$ cat src/rtl/refsel_pkg.sv
package refsel_pkg;
  typedef enum logic [1:0] {
    SW_HOLD,
    SW_LOST,
    SW_REVERT,
    SW_NONE
  } sw_cause_e;
endpackage

$ cat src/rtl/refsel_prio_tab.sv
module refsel_prio_tab #(
  parameter int N_IN      = 8,
  parameter int PW        = 4,
  parameter int IW        = 3,
  parameter int SLAVE_IDX = 7
) (
  input  logic                     clk_i,
  input  logic                     rst_ni,
  input  logic                     wr_i,
  input  logic [IW-1:0]            idx_i,
  input  logic [PW-1:0]            data_i,
  input  logic                     slave_i,
  output logic [N_IN-1:0][PW-1:0]  eff_prio_o
);
  for (genvar g = 0; g < N_IN; g++) begin : g_ent
    logic [PW-1:0] prio_q;
    always_ff @(posedge clk_i or negedge rst_ni) begin
      if (!rst_ni)                      prio_q <= PW'(g + 1);
      else if (wr_i && idx_i == IW'(g)) prio_q <= data_i;
    end
    if (g == SLAVE_IDX) begin : g_forced
      assign eff_prio_o[g] = slave_i ? PW'(1) : prio_q;
    end else begin : g_plain
      assign eff_prio_o[g] = prio_q;
    end
  end
endmodule

$ cat src/rtl/refsel_best.sv
module refsel_best #(
  parameter int N_IN = 8,
  parameter int PW   = 4,
  parameter int IW   = 3
) (
  input  logic [N_IN-1:0]          valid_i,
  input  logic [N_IN-1:0][PW-1:0]  prio_i,
  output logic                     best_vld_o,
  output logic [IW-1:0]            best_idx_o,
  output logic [PW-1:0]            best_prio_o
);
  // strict compare keeps the lower index on a tie
  always_comb begin
    best_vld_o  = 1'b0;
    best_idx_o  = '0;
    best_prio_o = '0;
    for (int i = 0; i < N_IN; i++) begin
      if (valid_i[i] && prio_i[i] != '0 && (!best_vld_o || prio_i[i] < best_prio_o)) begin
        best_vld_o  = 1'b1;
        best_idx_o  = IW'(i);
        best_prio_o = prio_i[i];
      end
    end
  end
endmodule

$ cat src/rtl/refsel_sel_ctrl.sv
module refsel_sel_ctrl
  import refsel_pkg::*;
#(
  parameter int N_IN = 8,
  parameter int PW   = 4,
  parameter int IW   = 3
) (
  input  logic                     clk_i,
  input  logic                     rst_ni,
  input  logic [N_IN-1:0]          valid_i,
  input  logic [N_IN-1:0][PW-1:0]  eff_prio_i,
  input  logic                     revert_i,
  input  logic                     best_vld_i,
  input  logic [IW-1:0]            best_idx_i,
  input  logic [PW-1:0]            best_prio_i,
  output logic [IW-1:0]            sel_o,
  output logic [IW-1:0]            top_o,
  output logic                     top_vld_o,
  output logic                     no_ref_o
);
  logic [IW-1:0] sel_q, top_q;
  logic          sel_vld_q, top_vld_q;
  logic          cur_ok;
  sw_cause_e     cause;

  assign cur_ok = sel_vld_q && valid_i[sel_q] && eff_prio_i[sel_q] != '0;

  always_comb begin
    if (!best_vld_i)                                        cause = SW_NONE;
    else if (!cur_ok)                                       cause = SW_LOST;
    else if (revert_i && best_prio_i < eff_prio_i[sel_q])   cause = SW_REVERT;
    else                                                    cause = SW_HOLD;
  end

  always_ff @(posedge clk_i or negedge rst_ni) begin
    if (!rst_ni) begin
      sel_q     <= '0;
      sel_vld_q <= 1'b0;
      top_q     <= '0;
      top_vld_q <= 1'b0;
    end else begin
      unique case (cause)
        SW_NONE:            sel_vld_q <= 1'b0;
        SW_LOST, SW_REVERT: begin
          sel_q     <= best_idx_i;
          sel_vld_q <= 1'b1;
        end
        default:            sel_vld_q <= 1'b1;
      endcase
      if (best_vld_i) top_q <= best_idx_i;
      top_vld_q <= best_vld_i;
    end
  end

  assign sel_o     = sel_q;
  assign top_o     = top_q;
  assign top_vld_o = top_vld_q;
  assign no_ref_o  = !sel_vld_q;
endmodule

$ cat src/rtl/ref_priority_sel.sv
module ref_priority_sel #(
  parameter int N_IN      = 8,
  parameter int PW        = 4,
  parameter int SLAVE_IDX = 7,
  localparam int IW       = (N_IN > 1) ? $clog2(N_IN) : 1
) (
  input  logic             clk_i,
  input  logic             rst_ni,
  input  logic [N_IN-1:0]  valid_i,
  input  logic             prio_wr_i,
  input  logic [IW-1:0]    prio_idx_i,
  input  logic [PW-1:0]    prio_data_i,
  input  logic             ctrl_wr_i,
  input  logic             ctrl_revert_i,
  input  logic             master_i,
  output logic [1:0]       ctrl_rdata_o,
  output logic [IW-1:0]    sel_o,
  output logic [IW-1:0]    top_o,
  output logic             top_vld_o,
  output logic             no_ref_o
);
  logic                     revert_q, revert_eff;
  logic [N_IN-1:0][PW-1:0]  eff_prio;
  logic                     best_vld;
  logic [IW-1:0]            best_idx;
  logic [PW-1:0]            best_prio;

  always_ff @(posedge clk_i or negedge rst_ni) begin
    if (!rst_ni)        revert_q <= 1'b0;
    else if (ctrl_wr_i) revert_q <= ctrl_revert_i;
  end

  // slave strap forces revertive; stored bit stays hidden
  assign revert_eff   = revert_q | ~master_i;
  assign ctrl_rdata_o = {master_i, revert_eff};

  refsel_prio_tab #(.N_IN(N_IN), .PW(PW), .IW(IW), .SLAVE_IDX(SLAVE_IDX)) u_tab (
    .clk_i      (clk_i),
    .rst_ni     (rst_ni),
    .wr_i       (prio_wr_i),
    .idx_i      (prio_idx_i),
    .data_i     (prio_data_i),
    .slave_i    (~master_i),
    .eff_prio_o (eff_prio)
  );

  refsel_best #(.N_IN(N_IN), .PW(PW), .IW(IW)) u_best (
    .valid_i     (valid_i),
    .prio_i      (eff_prio),
    .best_vld_o  (best_vld),
    .best_idx_o  (best_idx),
    .best_prio_o (best_prio)
  );

  refsel_sel_ctrl #(.N_IN(N_IN), .PW(PW), .IW(IW)) u_ctrl (
    .clk_i       (clk_i),
    .rst_ni      (rst_ni),
    .valid_i     (valid_i),
    .eff_prio_i  (eff_prio),
    .revert_i    (revert_eff),
    .best_vld_i  (best_vld),
    .best_idx_i  (best_idx),
    .best_prio_i (best_prio),
    .sel_o       (sel_o),
    .top_o       (top_o),
    .top_vld_o   (top_vld_o),
    .no_ref_o    (no_ref_o)
  );
endmodule

$ cat config.mk
export PLATFORM = sky130hd
export DESIGN_NAME = ref_priority_sel
export DESIGN_NICKNAME = d
export VERILOG_FILES = /design/src/rtl/refsel_pkg.sv /design/src/rtl/refsel_prio_tab.sv /design/src/rtl/refsel_best.sv /design/src/rtl/refsel_sel_ctrl.sv /design/src/rtl/ref_priority_sel.sv
export SDC_FILE = /design/constraint.sdc
export NUM_CORES = 1
export LEC_CHECK = 0
export BUFFER_PORTS_ARGS = -buffer_cell sky130_fd_sc_hd__buf_2
export CAP_MARGIN = 15
export CORE_MARGIN = 4
export CORE_UTILIZATION = 23
export DETAILED_ROUTE_END_ITERATION = 7
export PLACE_DENSITY = 0.39
export SLEW_MARGIN = 0
export SYNTH_ARGS = -nofsm -noshare
export SYNTH_HDL_FRONTEND = slang
export SYNTH_HIERARCHICAL = 1
export SYNTH_SLANG_ARGS = --single-unit
$ cat constraint.sdc
create_clock -name clk_i -period 12.7 [get_ports clk_i]
set_input_delay 2.54 -clock clk_i [delete_from_list [all_inputs] [get_ports clk_i]]
set_output_delay 2.54 -clock clk_i [all_outputs]
set_load 0.02 [all_outputs]
==> results of run 1 <==
## critical path: cells and delay by family
| family | cells | cell delay, ns |
|---|---|---|
| AO/OA/AOI/OAI | 26 | 4.82 |
| AND/OR/NAND/NOR | 18 | 2.95 |
| adder cells (fa/ha/maj) | 9 | 2.38 |
| multiplexers | 2 | 0.66 |
| buffers and inverters | 2 | 0.29 |
## cells by family after synthesis
group / Yosys count / synth area share, %
simple gates: 96 / 16.6
mux: 56 / 22.1
fa+ha+maj: 25 / 8.69
compound gates: 93 / 21.2
buf+inv: 15 / 2.50
flops: 41 / 28.9
## worst max path at each step
stage | start | endpoint | cells after the start
finish | valid_i[0] | u_ctrl/sel_o[0] | 57
global route | valid_i[0] | u_ctrl/sel_o[2] | 57
CTS | valid_i[0] | u_ctrl/sel_o[2] | 57
detailed placement | valid_i[0] | u_ctrl/sel_o[1] | 57
global placement | valid_i[0] | u_ctrl/sel_o[1] | 56
floorplan | valid_i[0] | u_ctrl/sel_o[1] | 55
## Yosys cell counts, types with 3 or more instances
library cell  instances  area share, %
mux2_2               29            9.1
dfrtp_1              28             19
ha_1                 25            8.7
nand2_1              21            2.2
nor2_1               20            2.1
a21oi_1              18            2.5
o21ai_0              14            1.9
dfstp_2              13            9.5
mux2_4               13            5.4
inv_1                 9           0.94
mux4_2                9            5.6
o21a_1                9            1.9
or2_1                 7            1.2
a21o_1                6            1.3
o41ai_1               6            1.5
and2_1                5           0.87
nand2b_1              5           0.87
nor2b_1               5           0.87
a31oi_1               4           0.69
nand4b_1              4           0.97
o311a_1               4            1.1
and4b_1               3           0.83
and4bb_4              3            1.4
mux2i_1               3           0.83
nand4_1               3           0.52
nor3b_1               3           0.63
o31ai_1               3           0.63
o41ai_2               3            1.4
## final cells by class
cell class	count	share of cell area, %
multi-input cells	270	54.7
flip-flops and latches	41	19.6
repair buffers	128	17.2
well taps	211	4.97
clock buffers	5	2.35
inverters	9	0.635
clock inverters	3	0.471
## report_power, final
part | leakage (nW) | internal [mW] | switching (mW)
combinational | 1.71 | 0.657 | 0.496
clock | 0.0704 | 0.0740 | 0.0592
sequential | 0.459 | 0.173 | 0.0778
total | 2.24 | 0.903 | 0.633
## flip-flops by register name, summed over array words and instances, names as in the netlist
signal,cells
u_ctrl/sel_vld_q,1
u_tab/g_ent.prio_q,32
u_ctrl/top_vld_o,1
u_ctrl/top_o,3
u_ctrl/sel_o,3
revert_q,1
## what timing repair did
item,CTS,global route
endpoints found under the setup margin,7,7
setup buffers,23,8
gates resized for setup,26,30
pin swaps,16,15
hold endpoints to repair,0,0
## layer usage
metal	GRT usage, %	wire [um]	vias up
li1	-	-	1561
met1	18.5	5770	1639
met2	24.1	5990	40
met3	1.36	257	13
met4	3.14	203	0
met5	0	0	-
## through the flow
| step | worst slack [ns] | hold WS, ns | utilization (%) |
|---|---|---|---|
| 3_3_place_gp | -1.45 | 0.482 | 30.6 |
| 4_1_cts | -0.735 | 0.499 | 33.6 |
| 3_5_place_dp | -1.52 | 0.484 | 30.6 |
| 2_1_floorplan | -0.560 | 0.471 | - |
| 5_1_grt | -1.38 | 0.517 | 34.8 |
| 6_report | -0.797 | 0.495 | 34.8 |
==> summary.txt, run 1 <==
Outcome
  – Status: complete, but fails checks
  – Failing checks: negative setup slack

Layout
  – Multi-input logic area: just under 0.003 sq mm
  – Fin area: approximately 0.0053 sq mm
  – Most frequent cells in the layout: buf_4, buf_2, dfrtp_1, mux2_2, mux2_4
  – Register area: roughly 0.0010 sq mm
  – Share of cells above drive strength 1: a little over 60%
  – Most common cell after layout, fill and taps aside: buf_4
  – Fillers: 1544
  – Area Overhead vs Synth: 47.6%
  – Nets@finish: roughly 500
  – Diodes inserted: 0
  – Non-filler cells, final: approximately 670

Detailed routing
  – Vias per Instance: around 5
  – Vias: between 3000 and 4000
  – Drt wl/cell: ~18 um
  – Drc violations: 0
  – First-iteration detailed-routing DRC count: about 150
  – Routed WL: between 10000 and 15000 um
  – Detailed-router iteration count before antenna repair: 4
  – Routed Antenna Nets: 0

GRT
  – Overflow after GRT: 0
  – Vias in the first global route: between 3000 and 4000
  – Largest net degree at the start of global routing: between 40 and 50
  – Antenna violations before repair: 0
  – Global-route wire length before repair: between 15000 and 20000 um
  – GRT Util Overall: ~14%

Min path
  – HP Start: u_tab/g_ent[7].prio_q[0]
  – WHS Path Cells: 1
  – WHS Endpoint: u_tab/g_ent[7].prio_q[0]
  – Hold WC Path Type: reg2reg

Timing
  – Worst setup margin: -0.797 ns
  – Worst-margin pin slew: about 0.96 ns
  – Final setup viols: 4
  – Fin. Hold Viols: 0
  – Fin Setup TNS: -2.78 ns
  – Final period utilization: 106%
  – RSZ-0062 raised after global routing: true
  – Final Max Slew Viols: 0
  – Rel. slew slack: between 30% and 40%
  – F_max: around 74 MHz
  – Setup Skew: 0.00970 ns
  – Post-route minimum period: roughly 13 ns

Synthesis
  – Cells after Synth: approximately 330
  – Synth async-reset ratio: between 90% and 100%
  – Syn Nets: around 370
  – Post-synthesis sequential area ratio: between 20% and 30%
  – FF+latch count, synth: slightly above 40
  – Yosys cell types: 65
  – Ys flop type: dfrtp_1
  – Post-synth EDFFs: 0
  – Synth Cell Area: 0.00360 sq mm
  – YS warnings: 6
  – Mean post-synth cell area: 11.0 sq um

Die
  – Die Area: around 0.018 sq mm
  – Initial Util: about a quarter
  – Total core area: between 0.015 and 0.02 sq mm
  – Die W: roughly 130 um
  – IO Count: 31
  – Die Span Y: ~130 um
  – # rows: between 40 and 50

Worst setup path
  – CP max stage delay: roughly 0.48 ns
  – R2R Path Start: u_tab/g_ent[1].prio_q[1]
  – Top cell by count, worst path: ha_4
  – WP data arrival: approximately 14 ns
  – Critical path class: in2reg
  – Crit path max-delay cell type: o41a_4
  – Maximum fanout along the worst path: 7
  – Critical Path Sink Type: flop
  – Critical Path RT: between 10 and 15 ns
  – Startpoint types: input port
  – FF-to-FF setup slack: between 0.9 and 1 ns
  – Worst reg2reg endpoint: u_ctrl/sel_o[0]
  – Worst r2r path cells: 55

Clocking
  – Clock transition at path regs: around 0.060 ns
  – # H-tree levels: 2
  – TritonCTS clock tree: done
  – Clock Path Buffers: 2
  – # clock sinks: slightly above 40
  – Hold buffer count at cts: 0
  – Worst skew pair latency: about 0.30 ns
  – Root buffer cell: clkbuf_16
  – Number of buffers created by CTS: 5

Power
  – Peak supply drop: approximately 0.00013 V
  – Leakage dissipation: approximately 2.2 nW
  – Power Dens Cells: around 290 mW/mm^2
  – PnR Total Power: approximately 1.5 mW

Placement
  – PortBufs: 30
  – DPL Wire Length: approximately 9200 um
  – Total placed cells including tap cells: ~630
  – Placed cell areas: ~0.0047 sq mm
  – Gpl congestion: approximately 0.79

Job
  – Max-cap violations: 0
Note: power is estimated with default switching activity, not from simulation.
==> run 2: changes to the inputs <==
--- a/config.mk
+++ b/config.mk
@@ -10,7 +10,7 @@
 export CORE_MARGIN = 4
 export CORE_UTILIZATION = 23
 export DETAILED_ROUTE_END_ITERATION = 7
-export PLACE_DENSITY = 0.39
+export PLACE_DENSITY = 0.38
 export SLEW_MARGIN = 0
 export SYNTH_ARGS = -nofsm -noshare
 export SYNTH_HDL_FRONTEND = slang
==> constraint.sdc (replaced) <==
create_clock -name clk_i -period 15.7 [get_ports clk_i]
set_input_delay 3.14 -clock clk_i [delete_from_list [all_inputs] [get_ports clk_i]]
set_output_delay 3.14 -clock clk_i [all_outputs]
set_load 0.02 [all_outputs]
==> summary.txt, run 2 (synthesized netlist as in run 1, its figures left out) <==
Min path
  – Hold WC Path Type: reg2reg
  – HP Start: revert_q

Placement
  – DPL Wire Length: 8850 um
  – Gpl congestion: roughly 0.83
  – PortBufs: 30

Worst setup path
  – WP data arrival: approximately 15 ns
  – Critical path class: in2reg
  – Worst Path Buf+Inv: 6
  – CP startpoint: valid_i[0]
  – Maximum fanout along the worst path: 8
  – Critical Path RT: approximately 16 ns
  – Startpoint types: input port
  – Crit path max-delay cell type: o41a_4
  – Crit path max-delay family: compound AO/OA/AOI/OAI gates
  – R2R Path Start: u_tab/g_ent[0].prio_q[1]
  – Critical Path Sink Type: flop
  – CP max stage delay: roughly 0.49 ns
  – Top cell by count, worst path: ha_1

Power
  – Power Dens Cells: between 200 and 250 mW/mm^2
  – PnR Total Power: between 0.9 and 1 mW
  – Peak supply drop: around 0.000053 V
  – Leakage dissipation: between 1.5 and 2 nW

Timing
  – Final hold slack: around 0.50 ns
  – Fin. Hold Viols: 0
  – Final setup viols: 0
  – Final period utilization: between 90% and 100%
  – Setup Skew: 0.00793 ns
  – Post-route minimum period: 15.04 ns
  – Final Max Slew Viols: 0
  – F_max: around 66 MHz
  – Worst-margin pin slew: 0.983 ns
  – Rel. slew slack: 34.5%

Die
  – Total core area: around 0.015 sq mm
  – Die W: approximately 130 um
  – IO Count: 31
  – Die Span Y: 133 um
  – # rows: 45
  – Initial Util: 23.6%
  – Die Area: around 0.018 sq mm

Detailed routing
  – Routed WL: 11600 um
  – Routed Antenna Nets: 0
  – Drt wl/cell: 19.3 um
  – Drc violations: 0
  – Vias per Instance: slightly below 5
  – Vias: around 3000
  – First-iteration detailed-routing DRC count: 172
  – Detailed-router iteration count before antenna repair: 4

GRT
  – Antenna violations before repair: 0
  – Overflow after GRT: 0
  – GRT Util Overall: around an eighth
  – Vias in the first global route: between 3000 and 4000
  – Global-route wire length before repair: ~18000 um
  – Largest net degree at the start of global routing: 42

Layout
  – Share of cells above drive strength 1: 46.2%
  – Most frequent cells in the layout: buf_4, buf_2, dfrtp_1, mux2_2, ha_1
  – Top reg by flops: u_tab/g_ent.prio_q
  – Max FFs per register: 32
  – Area Overhead vs Synth: 25.2%
  – Diodes inserted: 0
  – Most common cell after layout, fill and taps aside: buf_4
  – Final Util: ~30%
  – Nets@finish: between 400 and 500

Clocking
  – # clock sinks: 41
  – Worst skew pair latency: ~0.29 ns
  – Clock transition at path regs: 0.07 ns
  – Root buffer cell: clkbuf_16
  – Number of buffers created by CTS: 5
  – # H-tree levels: 2
  – TritonCTS clock tree: done
  – Clock Path Buffers: 2
  – Hold buffer count at cts: 0

Job
  – Max-cap violations: 0

Outcome
  – Status: finished, final reports clean
run 2: cell types whose count changed in the layout (fill, tap and decap cells not counted), sizes merged:
| cell | before | now |
|---|---|---|
| clkinvlp | 1 | 0 |
| inv | 10 | 9 |
| bufinv | 0 | 1 |
| clkbuf | 5 | 7 |
| buf | 128 | 63 |
run 2: layout make-up:
cell class                 count  area [sq um]
multi-input combinational    270          2590
inverter                       9          33.8
sequential                    41          1040
timing repair buffer          64           408
tap                          211           264
fill                        1589         10800
clock buffer                   6           129
clock inverter                 2          38.8
run 2: final timing paths:
path | slack, ns | cells past startpoint | to
min in group asynchronous | 3.01 | 1 | u_tab/g_ent[6].prio_q[3]
worst min-delay path | 0.50 | 1 | revert_q
max in group asynchronous | 12.08 | 1 | u_ctrl/top_o[0]
worst max-delay path | 0.66 | 60 | u_ctrl/sel_o[2]
worst min register to register | 0.50 | 1 | revert_q
worst max register to register | 3.14 | 59 | u_ctrl/sel_o[2]
run 2: layer usage:
| metal | GRT usage [%] | vias up | wire length (um) | share of wire, % |
|---|---|---|---|---|
| met2 | 22.2 | 39 | 5680 | 49 |
| li1 | - | 1423 | - | - |
| met1 | 17.3 | 1502 | 5320 | 46 |
| met3 | 1.36 | 21 | 214 | 1.8 |
| met4 | 5.94 | 0 | 420 | 3.6 |
| met5 | 0 | - | 0 | 0 |
run 2: power breakdown:
group	total (mW)	switching [mW]	internal [mW]
Combinational	0.664	0.314	0.350
Sequential	0.199	0.0596	0.140
Clock	0.121	0.0455	0.0755
run 2: stage by stage:
stage | std cells | area (sq um) | setup slack, ns | setup TNS, ns
finish | 603 | 4510 | 0.655 | 0
global route | 603 | 4510 | -0.0639 | -0.181
CTS | 595 | 4320 | 0.241 | 0
detailed placement | 587 | 4150 | 0.0295 | 0
global placement | 587 | 4150 | 0.0356 | 0
floorplan | 326 | 3600 | 1.05 | 0
run 2: what timing repair did:
item / 4_1_cts / 5_1_grt
setup buffers: 0 / 8
endpoints found under the setup margin: 0 / 4
gates resized for setup: 0 / 31
run 2: worst register-to-register path, delay by kind of cell (launching register included):
kind	cells	cell delay (ns)
AO/OA/AOI/OAI	27	5.25
multiplexers	2	0.69
adder cells (fa/ha/maj)	9	2.64
AND/OR/NAND/NOR	16	2.58
flip-flops	1	0.52
buffers and inverters	5	0.79
